--- config.mk ---
export PLATFORM = sky130hd
export DESIGN_NAME = fwd_unit
export DESIGN_NICKNAME = d
export VERILOG_FILES = /design/src/rtl/fwd_pkg.sv /design/src/rtl/fwd_hit.sv /design/src/rtl/fwd_opsel.sv /design/src/rtl/fwd_stsel.sv /design/src/rtl/fwd_unit.sv
export SDC_FILE = /design/constraint.sdc
export NUM_CORES = 1
export LEC_CHECK = 0
export BUFFER_PORTS_ARGS = -buffer_cell sky130_fd_sc_hd__buf_2
export CAP_MARGIN = 0
export CORE_MARGIN = 2
export CORE_UTILIZATION = 24
export DETAILED_ROUTE_END_ITERATION = 16
export GPL_ROUTABILITY_DRIVEN = 0
export PLACE_DENSITY = 0.62
export SLEW_MARGIN = 20
export SYNTH_ARGS = -nofsm -noshare
export SYNTH_HDL_FRONTEND = slang
export SYNTH_HIERARCHICAL = 1
export SYNTH_SLANG_ARGS = --single-unit
export TNS_END_PERCENT = 20
--- constraint.sdc ---
create_clock -name vclk -period 0.8
set_input_delay 0.04 -clock vclk [all_inputs]
set_output_delay 0.04 -clock vclk [all_outputs]
set_load 0.005 [all_outputs]
--- src/rtl/fwd_pkg.sv ---
package fwd_pkg;
    localparam int REG_AW = 5;
    localparam int SEL_W  = 2;

    typedef logic [REG_AW-1:0] reg_idx_t;

    typedef enum logic [SEL_W-1:0] {
        SRC_RF    = 2'b00,
        SRC_MEMWB = 2'b01,
        SRC_EXMEM = 2'b10
    } op_src_e;

    typedef struct packed {
        reg_idx_t rd;
        logic     we;
        logic     load;
    } stage_dst_t;

    function automatic logic dst_live(input stage_dst_t d);
        return d.we && (d.rd != '0);
    endfunction
endpackage

--- src/rtl/fwd_hit.sv ---
module fwd_hit
    import fwd_pkg::*;
(
    input  stage_dst_t dst,
    input  reg_idx_t   src,
    output logic       hit
);
    always_comb hit = dst_live(dst) && (dst.rd == src);
endmodule

--- src/rtl/fwd_opsel.sv ---
module fwd_opsel
    import fwd_pkg::*;
(
    input  reg_idx_t   src,
    input  stage_dst_t exm,
    input  stage_dst_t mwb,
    output op_src_e    sel
);
    logic hit_exm;
    logic hit_mwb;

    fwd_hit u_hit_exm (.dst(exm), .src(src), .hit(hit_exm));
    fwd_hit u_hit_mwb (.dst(mwb), .src(src), .hit(hit_mwb));

    // younger stage first; a matching load ahead hides the older value
    always_comb begin
        if (hit_exm) sel = exm.load ? SRC_RF : SRC_EXMEM;
        else if (hit_mwb) sel = SRC_MEMWB;
        else sel = SRC_RF;
    end
endmodule

--- src/rtl/fwd_stsel.sv ---
module fwd_stsel
    import fwd_pkg::*;
(
    input  stage_dst_t mwb,
    input  logic       st_valid,
    input  reg_idx_t   st_rt,
    output logic       sel
);
    logic hit;

    fwd_hit u_hit (.dst(mwb), .src(st_rt), .hit(hit));

    always_comb sel = hit && mwb.load && st_valid;
endmodule

--- src/rtl/fwd_unit.sv ---
module fwd_unit
    import fwd_pkg::*;
#(
    parameter int NUM_OPS = 2
) (
    input  logic [4:0] ex_rs,
    input  logic [4:0] ex_rt,
    input  logic [4:0] exm_rd,
    input  logic       exm_we,
    input  logic       exm_load,
    input  logic       exm_store,
    input  logic [4:0] exm_rt,
    input  logic [4:0] mwb_rd,
    input  logic       mwb_we,
    input  logic       mwb_load,
    output logic [1:0] sel_a,
    output logic [1:0] sel_b,
    output logic       sel_st
);
    stage_dst_t exm_d;
    stage_dst_t mwb_d;
    reg_idx_t   srcs [NUM_OPS];
    op_src_e    sels [NUM_OPS];

    always_comb begin
        exm_d = '{rd: exm_rd, we: exm_we, load: exm_load};
        mwb_d = '{rd: mwb_rd, we: mwb_we, load: mwb_load};
        srcs[0] = ex_rs;
        srcs[1] = ex_rt;
    end

    for (genvar i = 0; i < NUM_OPS; i++) begin : g_op
        fwd_opsel u_opsel (
            .src (srcs[i]),
            .exm (exm_d),
            .mwb (mwb_d),
            .sel (sels[i])
        );
    end

    fwd_stsel u_stsel (
        .mwb      (mwb_d),
        .st_valid (exm_store),
        .st_rt    (exm_rt),
        .sel      (sel_st)
    );

    assign sel_a = sels[0];
    assign sel_b = sels[1];
endmodule

==> reports/summary.md <==
The final non-filler cell total is 110. For the remaining global-route overflow, the log shows 0. Data arrives at the worst endpoint at 950 ps. The via count of the routed design was 523. During placement, the flow inserted port buffers numbering 35. At the pin with the least slew margin, the transition time is 203.9 ps. The power per standard cell area was 442.2 nW/µm²; the I/O pin count was 35.

The pin count of the biggest net entering global routing is 7. For the number of endpoints with negative hold slack in the final report, the log shows 0. The horizontal die dimension is 45.73 µm. Counting every instance in the synthesized netlist gives 55.

In the final layout, flip-flops and latches occupy 0 µm². 0 antenna diodes ended up in the layout. Static timing analysis puts the maximum clock frequency at 1008 MHz.

The max-slew violation count is 0. The floorplan has 15 rows. The run gives 2091 µm² as the die area.

For hold timing, the worst endpoint is sel_b[1]. In this run, the number of DRC markers left after iteration 0 of detailed routing was 7. The number of cells traversed by the worst hold path is 3. The flow ran to the end, but the final reports show violations. STA classifies the critical path startpoint as a primary input. The tools report the count of final setup violators as 5. Kind of end point of the critical path: an output port. The count of fill cells added during filler insertion was 169. The count of different cell masters after synthesis was 11. The final antenna-violating net count is 0.

The checks that failed: negative setup slack. The critical path class was primary input to output port. Setup repair after global routing could not meet its margin everywhere.

Summing every instance area after synthesis gives 417.9 µm². The tool flagged a number of max-cap violations equal to 0. The most critical setup path has its startpoint at ex_rs[1]. In this run the most critical hold path is launched from exm_load. The mean instance size in the synthesized netlist was 7.598 µm². The first global-routing pass estimated 1925 µm of wire.

The hold buffer count at CTS was 0. The per-cell via count in the routed design is 4.755. Starting utilization of the core area: 0.2474.

For this run, the post-layout net count is 125. For the number of antenna violations at the first check in global routing, the log shows 0. For the worst vdd rail ir drop, the log shows 162.7 µV.

In this run the worst hold path is classified as primary input to output port. The final critical-path required period works out to 991.6 ps. The layout overhead on the synthesized area works out to 80.84%.

Final period utilization: 1.239. The logs give 0.1192 for the total routing usage reported by global routing and 1227 µm for the final wirelength. The worst max-slew margin expressed relative to the limit came out at 0.8630.

The final setup slack of the worst path was -191.6 ps. Once placement finished, the instance area stood at 636.9 µm². After legalization and detailed placement, the total HPWL measured 1087 µm. The die height is 45.73 µm, and the critical path required time is 760 ps.

In this run the worst path has a maximum fanout of 2. Including well taps, the total number of placed cells is 110. For the remaining routing DRC violations, the log shows 0.

The total area inside the core boundary comes to 1689 µm². For the net count after synthesis, the log shows 85. The sequential fraction of the synthesis area is 0. The clock buffer count in the final layout came out at 0.

The average routed wire per standard cell was 11.15 µm. After layout, the design draws a total of 0.3342 mW. Leakage dissipation: 0.3392 nW.

The via count of the first global-routing pass was 451; the yosys synthesis warning count was 6. Sequential cells placed in the final layout were counted as 0. Once layout is done, the placed cells without fillers occupy 755.7 µm².

The share of cells above drive strength 1 works out to 0.5161. The first detailed-routing pass took 4 iterations.
-- layer usage --
metal,global-route usage,wire length (µm),vias up
met3,0,70,0
met1,0.1671,511,237
li1,-,-,271
met5,0,0,-
met2,0.2169,645,15
met4,0,0,0
-- how the worst max path moves through the flow --
stage	to	slack, ps	depth (start not counted)
after floorplan	sel_st	80	4
after global placement	sel_a[0]	-240	6
after detailed placement	sel_a[0]	-250	6
after CTS	sel_b[1]	-190	6
after global routing	sel_b[1]	-260	6
final	sel_a[1]	-190	6
-- worst max-delay path: stages --
cell                      delay, ps
sky130_fd_sc_hd__buf_6          100
sky130_fd_sc_hd__xor2_1         150
sky130_fd_sc_hd__nor3_1         190
sky130_fd_sc_hd__and4_1         230
sky130_fd_sc_hd__nor2b_4        130
sky130_fd_sc_hd__buf_2          110
-- cell usage after synthesis (all sizes together) --
cell type / number / area (µm²)
xor2: 15 / 131.4
and4: 5 / 43.79
nand2: 5 / 18.77
nor3: 5 / 25.02
nor4: 5 / 62.56
o21ai: 5 / 25.02
or2: 5 / 31.28
xnor2: 5 / 43.79
nor2b: 4 / 30.03
and3: 1 / 6.260
-- kinds of logic after synthesis --
kind of cell / count (synthesis) / synth area share
and+or+nand+nor: 30 / 0.5210
AOI/OAI and AO/OA: 5 / 0.05987
xor gates and xnor gates: 20 / 0.4192
-- placed cells by master, fill, tap and decap left out --
cell | netlist | layout
sky130_fd_sc_hd__buf_2 | 0 | 25
sky130_fd_sc_hd__xor2_1 | 15 | 14
sky130_fd_sc_hd__buf_6 | 0 | 6
sky130_fd_sc_hd__or2_0 | 5 | 5
sky130_fd_sc_hd__nand2_1 | 5 | 5
sky130_fd_sc_hd__o21ai_1 | 5 | 5
sky130_fd_sc_hd__xnor2_1 | 5 | 5
sky130_fd_sc_hd__and4_1 | 5 | 5
sky130_fd_sc_hd__nor4_2 | 5 | 4
sky130_fd_sc_hd__nor3_1 | 5 | 3
sky130_fd_sc_hd__buf_8 | 0 | 3
sky130_fd_sc_hd__buf_4 | 0 | 3
sky130_fd_sc_hd__nor2b_1 | 2 | 2
sky130_fd_sc_hd__nor2b_4 | 0 | 2
sky130_fd_sc_hd__nor3_2 | 0 | 2
sky130_fd_sc_hd__xor2_2 | 0 | 1
sky130_fd_sc_hd__buf_12 | 0 | 1
sky130_fd_sc_hd__and3_1 | 1 | 1
sky130_fd_sc_hd__nor4_4 | 0 | 1
-- per-stage QoR --
stage               setup slack [ps]    util  hold slack, ps  TNS, ps
floorplan                      80.72       -           101.1        0
global placement              -240.3  0.3770           327.9    -1125
detailed placement            -254.6  0.3770           334.1    -1166
CTS                           -194.9  0.4237           369.8   -910.5
global route                  -258.7  0.4474           380.9    -1172
finish                        -191.6  0.4474           367.5   -835.8
-- power breakdown --
part / switching (mW) / internal, mW / leakage (nW)
Sequential: 0 / 0 / 0
Clock: 0 / 0 / 0
Combinational: 0.147 / 0.187 / 0.339
-- timing repair --
action	in CTS	in global routing
resized for setup	23	7
buffers inserted	0	0
pin swaps	24	3
setup endpoints to repair	5	5
-- final cells by class --
class / count / area [µm²] / share of cell area
Multi-Input combinational cell: 55 / 454.2 / 0.6010
Timing Repair Buffer: 38 / 280.3 / 0.3709
Tap cell: 17 / 21.27 / 0.02815
No activity file was read; power rests on OpenSTA's default activity.
